===== config.mk =====
export PLATFORM = sky130hd
export DESIGN_NAME = irq_cascade_resolver
export DESIGN_NICKNAME = d
export VERILOG_FILES = /design/src/rtl/irq_res_pkg.sv /design/src/rtl/irq_prio_scan.sv /design/src/rtl/irq_ctrl_bank.sv /design/src/rtl/irq_cascade_resolver.sv
export SDC_FILE = /design/constraint.sdc
export NUM_CORES = 1
export LEC_CHECK = 0
export BUFFER_PORTS_ARGS = -buffer_cell sky130_fd_sc_hd__buf_2
export CORE_MARGIN = 4
export CORE_UTILIZATION = 47
export CTS_BUF_LIST = sky130_fd_sc_hd__clkbuf_16
export DETAILED_ROUTE_END_ITERATION = 12
export PLACE_DENSITY = 0.79
export RECOVER_POWER = 25
export SLEW_MARGIN = 15
export SYNTH_ARGS = -nofsm -noshare
export SYNTH_HDL_FRONTEND = slang
export SYNTH_SLANG_ARGS = --single-unit

===== constraint.sdc =====
create_clock -name clk -period 3.24 [get_ports clk]
set_input_delay 0.324 -clock clk [delete_from_list [all_inputs] [get_ports clk]]
set_output_delay 0.324 -clock clk [all_outputs]
set_load 0.02 [all_outputs]

===== src/rtl/irq_res_pkg.sv =====
package irq_res_pkg;
  localparam int CTRL_N      = 8;
  localparam int IDX_W       = $clog2(CTRL_N);
  localparam int LINES       = 2 * CTRL_N;
  localparam int VEC_W       = 8;
  localparam int OUT_W       = 16;
  localparam int CASCADE_IDX = 2;
  localparam logic [OUT_W-1:0] NO_GRANT = {OUT_W{1'b1}};

  typedef struct packed {
    logic             hit;
    logic [IDX_W-1:0] idx;
  } scan_res_t;
endpackage


===== src/rtl/irq_prio_scan.sv =====
module irq_prio_scan #(
  parameter int N  = 8,
  parameter int IW = $clog2(N)
) (
  input  logic [N-1:0]  req,
  input  logic [IW-1:0] low_ptr,
  output logic          hit,
  output logic [IW-1:0] idx,
  output logic [N-1:0]  onehot
);
  localparam logic [IW:0] N_EXT = (IW+1)'(N);

  logic [IW-1:0] start;
  logic [IW-1:0] pos [N];
  logic [N-1:0]  rot;

  // first searched position sits just above the lowest-priority index
  assign start = (low_ptr == IW'(N-1)) ? '0 : low_ptr + 1'b1;

  generate
    for (genvar k = 0; k < N; k++) begin : g_rot
      logic [IW:0] sum;
      assign sum    = {1'b0, start} + (IW+1)'(k);
      assign pos[k] = (sum >= N_EXT) ? IW'(sum - N_EXT) : sum[IW-1:0];
      assign rot[k] = req[pos[k]];
    end
  endgenerate

  always_comb begin
    hit = 1'b0;
    idx = '0;
    for (int k = N-1; k >= 0; k--) begin
      if (rot[k]) begin
        hit = 1'b1;
        idx = pos[k];
      end
    end
  end

  always_comb begin
    onehot = '0;
    if (hit) onehot[idx] = 1'b1;
  end
endmodule


===== src/rtl/irq_ctrl_bank.sv =====
module irq_ctrl_bank #(
  parameter int N = 8
) (
  input  logic         clk,
  input  logic         rst_n,
  input  logic [N-1:0] req_set,
  input  logic [N-1:0] req_drop,
  input  logic [N-1:0] grant,
  input  logic [N-1:0] isr_clr,
  output logic [N-1:0] irr_q,
  output logic [N-1:0] irr_d,
  output logic [N-1:0] isr_q
);
  logic [N-1:0] isr_d;

  // new assertion wins over drop and grant on the same bit
  always_comb begin
    irr_d = (irr_q & ~grant & ~req_drop) | req_set;
    isr_d = (isr_q & ~isr_clr) | grant;
  end

  always_ff @(posedge clk or negedge rst_n) begin
    if (!rst_n) begin
      irr_q <= '0;
      isr_q <= '0;
    end else begin
      irr_q <= irr_d;
      isr_q <= isr_d;
    end
  end
endmodule


===== src/rtl/irq_cascade_resolver.sv =====
module irq_cascade_resolver
  import irq_res_pkg::*;
(
  input  logic                clk,
  input  logic                rst_n,
  input  logic [LINES-1:0]    irq_set,
  input  logic [LINES-1:0]    irq_clr,
  input  logic [LINES-1:0]    level_cfg,
  input  logic [CTRL_N-1:0]   pri_mask,
  input  logic [CTRL_N-1:0]   sec_mask,
  input  logic [VEC_W-1:0]    pri_base,
  input  logic [VEC_W-1:0]    sec_base,
  input  logic [IDX_W-1:0]    pri_low,
  input  logic [IDX_W-1:0]    sec_low,
  input  logic [CTRL_N-1:0]   pri_isr_clr,
  input  logic [CTRL_N-1:0]   sec_isr_clr,
  input  logic                ack,
  output logic                pending,
  output logic                ack_done,
  output logic [OUT_W-1:0]    ack_vec,
  output logic [CTRL_N-1:0]   pri_irr,
  output logic [CTRL_N-1:0]   sec_irr,
  output logic [CTRL_N-1:0]   pri_isr,
  output logic [CTRL_N-1:0]   sec_isr
);
  localparam logic [CTRL_N-1:0] CASC_BIT = CTRL_N'(1) << CASCADE_IDX;

  logic [LINES-1:0]  lvl_drop;
  logic [CTRL_N-1:0] pri_eligible, sec_eligible;
  logic [CTRL_N-1:0] pri_oh, sec_oh;
  logic [CTRL_N-1:0] pri_grant, sec_grant;
  logic [CTRL_N-1:0] pri_set, pri_drop;
  logic [CTRL_N-1:0] pri_irr_d, sec_irr_d;
  scan_res_t         pri_res, sec_res;
  logic              sec_take, casc_drop;
  logic              ack_done_d;
  logic [OUT_W-1:0]  ack_vec_d;

  // trigger mode gating of de-assertions
  assign lvl_drop = irq_clr & level_cfg;

  // eligibility and pending
  always_comb begin
    pri_eligible = pri_irr & ~(pri_mask | CASC_BIT);
    sec_eligible = sec_irr & ~sec_mask;
    pending      = (|pri_eligible) | (|sec_eligible);
  end

  irq_prio_scan #(.N(CTRL_N)) u_pri_scan (
    .req(pri_eligible), .low_ptr(pri_low),
    .hit(pri_res.hit), .idx(pri_res.idx), .onehot(pri_oh)
  );

  irq_prio_scan #(.N(CTRL_N)) u_sec_scan (
    .req(sec_eligible), .low_ptr(sec_low),
    .hit(sec_res.hit), .idx(sec_res.idx), .onehot(sec_oh)
  );

  // grant selection: primary first, secondary only when primary is empty
  always_comb begin
    sec_take  = ack && !pri_res.hit && sec_res.hit;
    sec_grant = sec_take ? sec_oh : '0;
    pri_grant = '0;
    if (ack && pri_res.hit) pri_grant = pri_oh;
    else if (sec_take)      pri_grant = CASC_BIT;
  end

  // cascade request maintenance
  always_comb begin
    casc_drop = (|lvl_drop[LINES-1:CTRL_N]) && (sec_irr_d == '0);
    pri_set   = irq_set[CTRL_N-1:0];
    if (|irq_set[LINES-1:CTRL_N]) pri_set = pri_set | CASC_BIT;
    pri_drop  = lvl_drop[CTRL_N-1:0];
    if (casc_drop) pri_drop = pri_drop | CASC_BIT;
  end

  irq_ctrl_bank #(.N(CTRL_N)) u_sec_bank (
    .clk(clk), .rst_n(rst_n),
    .req_set(irq_set[LINES-1:CTRL_N]), .req_drop(lvl_drop[LINES-1:CTRL_N]),
    .grant(sec_grant), .isr_clr(sec_isr_clr),
    .irr_q(sec_irr), .irr_d(sec_irr_d), .isr_q(sec_isr)
  );

  irq_ctrl_bank #(.N(CTRL_N)) u_pri_bank (
    .clk(clk), .rst_n(rst_n),
    .req_set(pri_set), .req_drop(pri_drop),
    .grant(pri_grant), .isr_clr(pri_isr_clr),
    .irr_q(pri_irr), .irr_d(pri_irr_d), .isr_q(pri_isr)
  );

  // acknowledge result, next state
  always_comb begin
    ack_done_d = ack;
    ack_vec_d  = NO_GRANT;
    if (pri_res.hit)
      ack_vec_d = OUT_W'(pri_base + VEC_W'(pri_res.idx));
    else if (sec_res.hit)
      ack_vec_d = OUT_W'(sec_base + VEC_W'(sec_res.idx));
  end

  always_ff @(posedge clk or negedge rst_n) begin
    if (!rst_n) begin
      ack_done <= 1'b0;
      ack_vec  <= '0;
    end else begin
      ack_done <= ack_done_d;
      if (ack) ack_vec <= ack_vec_d;
    end
  end

  // ---------------- assertions ----------------
  assert_cascade_set_R1: assert property (@(posedge clk) disable iff (!rst_n)
    (|irq_set[LINES-1:CTRL_N]) |-> pri_irr_d[CASCADE_IDX]);

  assert_edge_hold_R2: assert property (@(posedge clk) disable iff (!rst_n)
    (!ack && lvl_drop == '0) |=> (($past(pri_irr) & ~pri_irr) == '0));

  assert_cascade_drop_R3: assert property (@(posedge clk) disable iff (!rst_n)
    (!ack && (|lvl_drop[LINES-1:CTRL_N]) && irq_set == '0 && sec_irr_d == '0)
    |=> !pri_irr[CASCADE_IDX]);

  assert_primary_vec_R6: assert property (@(posedge clk) disable iff (!rst_n)
    (ack && pri_res.hit) |=> (ack_done && ack_vec[OUT_W-1:VEC_W] == '0 &&
      pri_isr[$past(pri_res.idx)] &&
      ack_vec[VEC_W-1:0] == $past(pri_base) + VEC_W'($past(pri_res.idx))));

  assert_secondary_isr_R7: assert property (@(posedge clk) disable iff (!rst_n)
    sec_take |=> (pri_isr[CASCADE_IDX] && sec_isr[$past(sec_res.idx)]));

  assert_empty_ack_R8: assert property (@(posedge clk) disable iff (!rst_n)
    (ack && !pending) |=> (ack_done && ack_vec == NO_GRANT));

  assert_idle_ack_R10: assert property (@(posedge clk) disable iff (!rst_n)
    !ack |=> (!ack_done && $stable(ack_vec)));

  assert_one_grant_R5: assert property (@(posedge clk) disable iff (!rst_n)
    $onehot0(pri_grant) && $onehot0(sec_grant));
endmodule


==> impl_metrics.csv, run 1 <==
group,metric,value,unit
finish,stdcell_count,1000,
timing,finalSetupTns,-4.07,ns
clocking,clock_latency,0.29,ns
logic_synthesis,synth_most_common_cell,"nand2_1",
setup_path,cp_slowest_stage_delay,0.35,ns
global_routing,grt_start_max_net_pins,44,
die,die_area,11500,sq um
logic_synthesis,netlist_top_cells_count,"nand2_1, dfrtp_1, o21ai_0",
setup_path,path_delay_family,"compound AO/OA/AOI/OAI gates",
setup_path,cp_common_cell,"ha_4",
clocking,clk_path_buf_depth,2,
logic_synthesis,syn_avg_cell_area,8.44,sq um
run_status,outcome,"complete, but fails checks",
clocking,cts_tree,"built",
finish,area_growth,67.6,%
die,initial_core_util,0.492,
logic_synthesis,synth_enable_flop_cells,0,
setup_path,cp.required,3.43,ns
setup_path,cp_cell_sequence,"buf_8 -> ha_4 -> ha_4 -> or2_2 -> mux2i_2 -> buf_4 -> o21a_1 -> a21boi_0 -> o211ai_1 -> a32o_1 -> a22o_1 -> o21ai_4 -> ha_4 -> a21oi_4 -> nor3b_2 -> xor2_1 -> o22ai_1 -> a221oi_2",
logic_synthesis,synth_top_area_cell,"dfrtp_1",
timing,drv_slew,0,
power,p_leak,3.57,nW
timing,hold_viol,0,
routing,wl_per_cell,24.0,microns
clocking,clock_sinks,43,
die,chipHeight,107,microns
logic_synthesis,synthCells,546,
placement,place_congestion,0.996,
global_routing,grtUsageTotal,0.370,
logic_synthesis,synth_fp_nets,663,
finish,diodes,0,
clocking,path_clk_slew,0.07,ns
placement,port_buffers,153,
timing,tightest_slew,1.03,ns
global_routing,met1_usage,0.486,
setup_path,start_kind,"input pin",
logic_synthesis,netlist_top_cells_area,"dfrtp_1, mux4_2, mux2i_1",
finish,postLayoutCoreUtil,0.824,
setup_path,cp_slowest_cell,"or2_2",
clocking,cts_buffers,5,
timing,hold_slack,0.213,ns
clocking,htreeDepth,2,
run,maxCapViolCount,0,
routing,wirelength,24.0,mm
timing,min_period,3.72,ns
timing,finClkSkew,0.0101,ns
clocking,cts_root_buf,"clkbuf_16",
global_routing,grtUsageMet2,0.618,
finish,nets,987,
routing,vias,6671,
setup_path,cp_max_fo,4,
die,num_rows,35,
routing,firstDrtPassIters,6,
global_routing,grt_overflow,0,
finish,nFillCells,565,
logic_synthesis,yosysWarnings,0,
global_routing,grt_pass1_vias,6339,
clocking,postCtsHoldBufs,0,
setup_path,cp.arrival,3.92,ns
power,peakVddDrop,0.000426,V
global_routing,busiest_layer,"met2",
placement,dpl.hpwl,15.0,mm
power,power,0.00342,W
timing,max_slew_margin,0.315,
timing,fin_ws,-0.484,ns
die,pin_count,155,
timing,rsz0062_at_grt,"true",
routing,viasPerCell,6.67,
timing,setup_viol,16,
run_status,violations,"negative setup slack",
die,core,9370,sq um
setup_path,endpoint_kind,"flop",
die,die_w,107,microns
global_routing,antenna_found_initial,0,
setup_path,criticalPathCategory,"in -> reg",
global_routing,met3_usage,0.0638,
power,power.density,443,nW/um^2
timing,finalCritPeriodShare,1.15,
logic_synthesis,synth-seq-cells,43,
routing,detail-route-antenna-nets,0,
hold_path,hold_class,"in -> async",
logic_synthesis,synth.distinct_cells,72,
logic_synthesis,yosysSeqAreaShare,0.234,
timing,timing.fmax,0.269,GHz
routing,drc_errors,0,
logic_synthesis,synth_top_area_share,0.234,
logic_synthesis,synthArstFlopShare,1.00,
logic_synthesis,syn-cell-area,4610,sq um
placement,dp.cells,962,
global_routing,grt_pass1_wl,33.6,mm
finish,drive_gt1_frac,0.553,
setup_path,critPathBufInv,2,
routing,drt_iter0_markers,782,
logic_synthesis,ys.flop_type,"dfrtp_1",
==> metrics by stage <==
step           worst slack [ns]  instance area [sq um]
2_1_floorplan            -0.413                   4810
3_3_place_gp             -0.760                   6790
3_5_place_dp             -0.777                   6790
4_1_cts                  -0.355                   7440
5_1_grt                  -0.595                   7720
6_report                 -0.484                   7720
==> flip-flops by register name (all words and copies together), names as in the netlist <==
name / count
ack_vec: 10
u_pri_bank.irr_q: 8
u_pri_bank.isr_q: 8
u_sec_bank.irr_q: 8
u_sec_bank.isr_q: 8
ack_done: 1
==> cells in the final DEF (no fill, tap or decap), drive strengths merged, types with 5 or more instances in the layout <==
cell type,count
a21boi,5
mux2,5
xnor2,14
o31ai,5
buf,349
a21oi,30
or2,8
inv,30
nand3,16
o211ai,14
nor2b,19
o221ai,7
a211oi,11
nor3,5
xor2,5
ha,11
or4b,5
nor4,8
nor2,32
dfrtp,43
a31o,7
clkbuf,5
nand2,50
mux2i,25
o21ai,34
mux4,19
nor4b,5
nand2b,21
a21o,8
o22ai,11
==> layer usage <==
layer  vias up  share of wire
li1       2701              -
met1      3147           0.37
met2       643           0.46
met3       180           0.11
met4         0          0.058
met5         -              0
==> report_power, final <==
part	switching, W	internal, W	leakage [nW]
Clock	0.000231	0.000364	0.0838
Combinational	0.00114	0.00101	2.97
Sequential	0.0000628	0.000610	0.510
Total	0.00144	0.00199	3.57
==> area by class of cell <==
| class | instances | area [sq um] | area share |
|---|---|---|---|
| clock buffers | 5 | 125 | 0.0162 |
| clock inverters | 3 | 43.8 | 0.00567 |
| inverters | 31 | 119 | 0.0154 |
| multi-input cells | 440 | 3870 | 0.501 |
| flip-flops and latches | 43 | 1080 | 0.139 |
| well taps | 129 | 161 | 0.0209 |
| repair buffers | 349 | 2330 | 0.301 |
==> repair_timing <==
action,CTS,global route
pin swaps,40,25
setup endpoints to repair,18,28
resized for setup,78,39
buffers inserted,15,16
gates cloned,1,0
==> worst paths after layout <==
path / slack (ns) / startpoint / cells past startpoint / end
setup reg to reg: -0.37 / u_pri_bank.irr_q[0]$_DFF_PN0_ / 15 / ack_vec[4]$_DFFE_PN0P_
setup / recovery: -0.48 / pri_low[1] / 18 / ack_vec[7]$_DFFE_PN0P_
max in group asynchronous: 2.39 / rst_n / 1 / u_sec_bank.irr_q[7]$_DFF_PN0_
min in group clk: 0.23 / pri_isr_clr[6] / 2 / u_pri_bank.isr_q[6]$_DFF_PN0_
hold / removal: 0.21 / rst_n / 1 / ack_vec[5]$_DFFE_PN0P_
hold reg to reg: 0.50 / u_pri_bank.isr_q[0]$_DFF_PN0_ / 1 / u_pri_bank.isr_q[0]$_DFF_PN0_
==> worst reg2reg max path, delay by kind of cell (launching register included) <==
kind	cells	cell delay, ns
AO/OA/AOI/OAI	7	1.06
XOR/XNOR	1	0.17
AND/OR/NAND/NOR	3	0.42
adder cells (fa/ha/maj)	2	0.58
flip-flops	1	0.45
multiplexers	2	0.83
==> cell families (layout without fill, tap and decap cells) <==
logic type | Yosys count | count (layout) | synth area share
AOI/OAI and AO/OA | 174 | 174 | 0.262
adders and majority gates | 14 | 14 | 0.0391
buffers and inverters | 64 | 388 | 0.0624
xor gates and xnor gates | 19 | 19 | 0.0361
DFF | 43 | 43 | 0.234
and+or+nand+nor | 183 | 184 | 0.207
muxes | 49 | 49 | 0.159
No activity file was read; power rests on OpenSTA's default activity.
==> run 2: changes to the inputs <==
CORE_UTILIZATION = 48   (was 47)
CTS_BUF_LIST = sky130_fd_sc_hd__clkbuf_4 sky130_fd_sc_hd__clkbuf_8   (was sky130_fd_sc_hd__clkbuf_16)
PLACE_DENSITY = 0.81   (was 0.79)
==> run 2 against run 1 <==
- the run still ends with negative setup slack left
- sequential cell count did not move
- via count shrank 10%
- die area is 1.9% lower
- global-route usage down 5.1 points
- first-iteration DRC count is 39% lower
==> impl_metrics.csv, run 2 (synthesis gave the netlist of run 1 again) <==
group,metric,value,unit
run_status,outcome,"complete, but fails checks",
run_status,violations,"negative setup slack",
power,switching_share,0.409,
timing,rsz0062_at_grt,"true",
die,die_area,11200,sq um
power,p_int,0.00183,W
setup_path,cp_max_fo,7,
timing,fin_ws,-0.370,ns
clocking,cts_buffers,5,
setup_path,cp_common_cell,"ha_4",
placement,place_area,6690,sq um
finish,final_common_cell,"buf_4",
timing,finClkSkew,0.00659,ns
die,initial_core_util,0.496,
setup_path,path_depth,18,
clocking,clock_sinks,43,
routing,wirelength,19.5,mm
timing,finalCritPeriodShare,1.11,
global_routing,grt_start_max_net_pins,44,
power,p_sw,0.00127,W
setup_path,cp.arrival,3.81,ns
placement,place_congestion,0.974,
setup_path,r2r_start,"u_pri_bank.irr_q[7]$_DFF_PN0_",
finish,nets,961,
routing,drc_errors,0,
timing,drv_slew,0,
finish,largest_reg_flops,10,
run,maxCapViolCount,0,
timing,max_slew_margin,0.334,
setup_path,cp.required,3.44,ns
timing,hold_viol,0,
timing,hold_slack,0.176,ns
power,power.density,421,nW/um^2
global_routing,antenna_found_initial,0,
finish,stdcell_count,974,
global_routing,grt_pass1_vias,5798,
setup_path,cp_slowest_stage_delay,0.49,ns
routing,drt_iter0_markers,479,
timing,timing.fmax,0.277,GHz
die,die_w,106,microns
timing,finalSetupTns,-1.86,ns
die,num_rows,35,
clocking,path_clk_slew,0.09,ns
die,chipHeight,106,microns
power,p_leak,3.41,nW
clocking,htreeDepth,2,
finish,largest_register,"ack_vec",
die,pin_count,155,
power,pwr-share-seq,0.215,
setup_path,endpoint_kind,"flop",
clocking,cts_tree,"built",
power,power,0.00310,W
finish,stdcell_area,7370,sq um
timing,min_period,3.61,ns
setup_path,cp_cell_sequence,"buf_8 -> ha_4 -> ha_4 -> or2_4 -> mux2i_2 -> mux4_2 -> a31o_2 -> a21boi_1 -> o21bai_1 -> mux2_4 -> ha_4 -> fa_2 -> a21oi_2 -> nor2_1 -> xnor2_1 -> nand2_1 -> o22ai_2 -> a21oi_1",
finish,drive_gt1_frac,0.520,
finish,area_growth,59.9,%
finish,layout_common_cells,"buf_4, buf_2, nand2_1, dfrtp_1, nor2_1",
clocking,postCtsHoldBufs,0,
placement,port_buffers,153,
routing,detail-route-antenna-nets,0,
global_routing,grt_pass1_wl,29.2,mm
setup_path,start_kind,"input pin",
routing,vias,5983,
power,peakVddDrop,0.000439,V
global_routing,grt_overflow,0,
timing,setup_viol,8,
setup_path,criticalPathCategory,"in -> reg",
setup_path,crit_start,"pri_low[1]",
finish,diodes,0,
setup_path,path_delay_family,"multiplexers",
routing,firstDrtPassIters,5,
clocking,clock_latency,0.31,ns
setup_path,critPathBufInv,1,
routing,viasPerCell,6.14,
power,p_comb_frac,0.615,
clocking,clk_path_buf_depth,2,
hold_path,hold_class,"in -> async",
clocking,cts_root_buf,"clkbuf_8",
finish,nFillCells,605,
routing,wl_per_cell,20.0,microns
timing,tightest_slew,0.998,ns
power,pwr-share-clk,0.171,
setup_path,ff2ff_path_depth,15,
die,core,9280,sq um
placement,dpl.hpwl,14.1,mm
setup_path,cp_slowest_cell,"mux4_2",
placement,dp.cells,949,
global_routing,grtUsageTotal,0.319,
## run 2: cell count changes in the layout (fill, tap and decap cells not counted), moves of 3 or more
| cell | before | now |
|---|---|---|
| nand2_2 | 3 | 0 |
| nor2_1 | 26 | 29 |
| clkbuf_16 | 5 | 1 |
| mux2i_2 | 5 | 2 |
| a221oi_1 | 3 | 0 |
| buf_6 | 19 | 10 |
| a21boi_1 | 1 | 4 |
| mux2i_1 | 19 | 22 |
| buf_8 | 1 | 4 |
| nor2_2 | 4 | 1 |
| buf_4 | 180 | 160 |
| clkbuf_8 | 0 | 5 |
| a221oi_2 | 1 | 4 |
## run 2: worst register-to-register path: cells and delay by family, from the launching register on
| family | cells | cell delay, ns |
|---|---|---|
| AND/OR/NAND/NOR | 3 | 0.42 |
| AO/OA/AOI/OAI | 7 | 0.94 |
| adder cells (fa/ha/maj) | 2 | 0.52 |
| XOR/XNOR | 1 | 0.24 |
| multiplexers | 2 | 0.83 |
| flip-flops | 1 | 0.45 |
## run 2: metal layers
metal,vias up,share of wire,global-route usage
met5,-,0,0
met4,0,0.028,0.0833
met3,74,0.088,0.0443
met2,401,0.48,0.540
met1,2850,0.40,0.430
li1,2658,-,-
## run 2: worst paths after layout
path | slack [ns] | to
max | -0.37 | ack_vec[6]$_DFFE_PN0P_
min | 0.18 | u_pri_bank.isr_q[7]$_DFF_PN0_
max reg2reg | -0.27 | ack_vec[6]$_DFFE_PN0P_
min reg2reg | 0.48 | u_pri_bank.isr_q[0]$_DFF_PN0_
max in group asynchronous | 2.44 | u_sec_bank.irr_q[4]$_DFF_PN0_
min in group clk | 0.19 | u_pri_bank.isr_q[7]$_DFF_PN0_
## run 2: timing repair
| action | 4_1_cts | 5_1_grt |
|---|---|---|
| buffers inserted | 15 | 6 |
| resized for setup | 59 | 31 |
| hold endpoints to repair | 0 | 0 |
| gates cloned | 0 | 1 |
| setup endpoints to repair | 13 | 24 |
| pin swaps | 36 | 24 |
## run 2: metrics by stage
step,util,worst slack (ns)
2_1_floorplan,-,-0.413
3_3_place_gp,0.720,-0.649
3_5_place_dp,0.720,-0.675
4_1_cts,0.773,-0.257
5_1_grt,0.794,-0.496
6_report,0.794,-0.370
## run 2: layout make-up
class,count,area (sq um),area share
inverters,31,119,0.0161
clock inverters,2,60.1,0.00815
flip-flops and latches,43,1080,0.146
well taps,129,161,0.0219
clock buffers,6,76.3,0.0104
repair buffers,324,2140,0.291
multi-input cells,439,3730,0.506
## run 2: power by group through the flow
| stage | Clock, W | Sequential [W] | Combinational [W] |
|---|---|---|---|
| 2_1_floorplan | 0 | 0.000755 | 0.000860 |
| 3_3_place_gp | 0 | 0.000665 | 0.00160 |
| 3_5_place_dp | 0 | 0.000669 | 0.00164 |
| 4_1_cts | 0.000513 | 0.000661 | 0.00177 |
| 5_1_grt | 0.000548 | 0.000675 | 0.00201 |
| 6_report | 0.000529 | 0.000667 | 0.00191 |
==> run 3: changes to the inputs <==
--- a/config.mk
+++ b/config.mk
@@ -14,2 +14,3 @@
 export RECOVER_POWER = 25
+export SKIP_LAST_GASP = 1
 export SLEW_MARGIN = 15
==> constraint.sdc (replaced) <==
create_clock -name clk -period 3.24 [get_ports clk]
set_input_delay 0.162 -clock clk [delete_from_list [all_inputs] [get_ports clk]]
set_output_delay 0.162 -clock clk [all_outputs]
set_load 0.02 [all_outputs]
==> run 3 against run 2 <==
- the run still ends with negative setup slack left
- largest power group unchanged
- worst setup slack improved by 0.088 ns
- critical path type is now reg -> reg
- count of clock-buffer cells in the layout down 1
- critical endpoint is now ack_vec[4]$_DFFE_PN0P_
- non-clock buffer count increased by 37
==> impl_metrics.csv, run 3 (synthesis gave the netlist of run 1 again) <==
group,metric,value,unit
timing,fin_ws,-0.282,ns
clocking,clock_sinks,43,
clocking,cts_tree,"built",
clocking,clk_path_buf_depth,2,
setup_path,criticalPathCategory,"reg -> reg",
setup_path,cp.arrival,3.72,ns
timing,setup_viol,11,
finish,largest_reg_flops,10,
clocking,cts_buffers,5,
routing,drc_errors,0,
die,pin_count,155,
setup_path,critPathBufInv,1,
setup_path,cp_cell_sequence,"buf_6 -> nor2b_2 -> mux4_2 -> o21ai_2 -> a21boi_2 -> o21bai_2 -> mux2_4 -> ha_4 -> fa_2 -> a21oi_2 -> nor2b_1 -> xnor2_1 -> nand2_1 -> o22ai_2 -> a21oi_1",
power,peakVddDrop,0.000462,V
clocking,path_clk_slew,0.09,ns
routing,detail-route-antenna-nets,0,
placement,place_ws,-0.678,ns
clocking,htreeDepth,2,
routing,firstDrtPassIters,8,
placement,port_buffers,153,
die,chipHeight,106,microns
finish,nets,999,
finish,final_common_cell,"buf_4",
finish,diodes,0,
clocking,clock_latency,0.31,ns
setup_path,endpoint_kind,"flop",
clocking,postCtsHoldBufs,0,
setup_path,path_delay_family,"compound AO/OA/AOI/OAI gates",
timing,finClkSkew,0.00637,ns
die,initial_core_util,0.496,
finish,largest_register,"ack_vec",
power,p_leak,3.67,nW
global_routing,grt_start_max_net_pins,44,
routing,wl_per_cell,24.3,microns
timing,tightest_slew,1.03,ns
routing,viasPerCell,6.65,
timing,timing.fmax,0.284,GHz
global_routing,grtUsageTotal,0.371,
finish,layout_common_cells,"buf_4, buf_2, nand2_1, dfrtp_1, inv_1",
run_status,violations,"negative setup slack",
placement,dpl.hpwl,15.8,mm
placement,place_congestion,0.946,
timing,max_slew_margin,0.310,
timing,hold_viol,0,
hold_path,hold_class,"in -> reg",
routing,vias,6730,
setup_path,cp_slowest_cell,"mux4_2",
timing,min_period,3.52,ns
global_routing,grt_pass1_vias,6216,
run_status,outcome,"complete, but fails checks",
power,power,0.00336,W
timing,hold_slack,0.0226,ns
finish,drive_gt1_frac,0.596,
setup_path,cp_slowest_stage_delay,0.46,ns
clocking,cts_root_buf,"clkbuf_8",
die,die_area,11200,sq um
timing,drv_slew,0,
routing,wirelength,24.6,mm
setup_path,start_kind,"flop",
power,power.density,424,nW/um^2
timing,rsz0062_at_grt,"true",
setup_path,cp.required,3.44,ns
global_routing,grt_overflow,0,
routing,drt_iter0_markers,740,
run,maxCapViolCount,0,
setup_path,cp_max_fo,3,
die,die_w,106,microns
global_routing,antenna_found_initial,1,
finish,area_growth,72.0,%
die,num_rows,35,
timing,finalCritPeriodShare,1.09,
global_routing,grt_pass1_wl,33.2,mm
die,core,9280,sq um
run 3: cell count changes in the layout (fill, tap and decap cells not counted), moves of 4 or more:
| cell | delta |
|---|---|
| mux2i_1 | -6 |
| nand2_2 | +4 |
| buf_8 | -4 |
| buf_4 | +35 |
| nor2b_1 | -5 |
| nor2_1 | -5 |
| nand2b_1 | -8 |
| nand2b_4 | +6 |
| buf_6 | +5 |
run 3: report_power, final:
part           internal (W)  total (W)  switching (W)
combinational       0.00107    0.00224        0.00117
sequential         0.000610   0.000671      0.0000612
clock              0.000230   0.000445       0.000215
total               0.00191    0.00336        0.00145
run 3: timing repair:
action                                 in CTS  in global routing
endpoints found under the hold margin       0                  0
setup endpoints to repair                  12                 14
gates resized for setup                    97                 63
cloned                                      1                  0
pin swaps                                  41                 47
setup buffers                              21                  7
run 3: cell type report:
cell class	count	area, sq um
Clock buffer	5	68.8
Clock inverter	3	43.8
Fill cell	492	1360
Inverter	31	121
Multi-Input combinational cell	440	4030
Sequential cell	43	1080
Tap cell	129	161
Timing Repair Buffer	361	2420
run 3: per-stage QoR:
| stage | TNS, ns | util | cell area (sq um) | instances |
|---|---|---|---|---|
| finish | -1.89 | 0.854 | 7920 | 1012 |
| global route | -2.66 | 0.854 | 7920 | 1012 |
| CTS | -0.800 | 0.814 | 7550 | 1005 |
| detailed placement | -8.93 | 0.740 | 6870 | 976 |
| global placement | -6.21 | 0.740 | 6870 | 976 |
| floorplan | -1.03 | - | 4780 | 546 |
run 3: routing by layer:
layer,vias to the layer above,global-route usage,part of all wire
met3,174,0.0777,0.12
li1,2749,-,-
met4,0,0.136,0.067
met1,3199,0.484,0.36
met2,608,0.610,0.46
met5,-,0,0
run 3: path summary, 6_finish.rpt:
check                                                    from                            end  slack, ns  cells past startpoint
min in group asynchronous                               rst_n  u_sec_bank.irr_q[0]$_DFF_PN0_       0.03                      1
worst min register to register  u_sec_bank.isr_q[2]$_DFF_PN0_  u_sec_bank.isr_q[2]$_DFF_PN0_       0.55                      2
max in group asynchronous                               rst_n  u_pri_bank.irr_q[0]$_DFF_PN0_       2.51                      1
worst max register to register  u_pri_bank.irr_q[0]$_DFF_PN0_         ack_vec[4]$_DFFE_PN0P_      -0.28                     15
worst min-delay path                           sec_isr_clr[2]  u_sec_bank.isr_q[2]$_DFF_PN0_       0.02                      2
worst max-delay path            u_pri_bank.irr_q[0]$_DFF_PN0_         ack_vec[4]$_DFFE_PN0P_      -0.28                     15
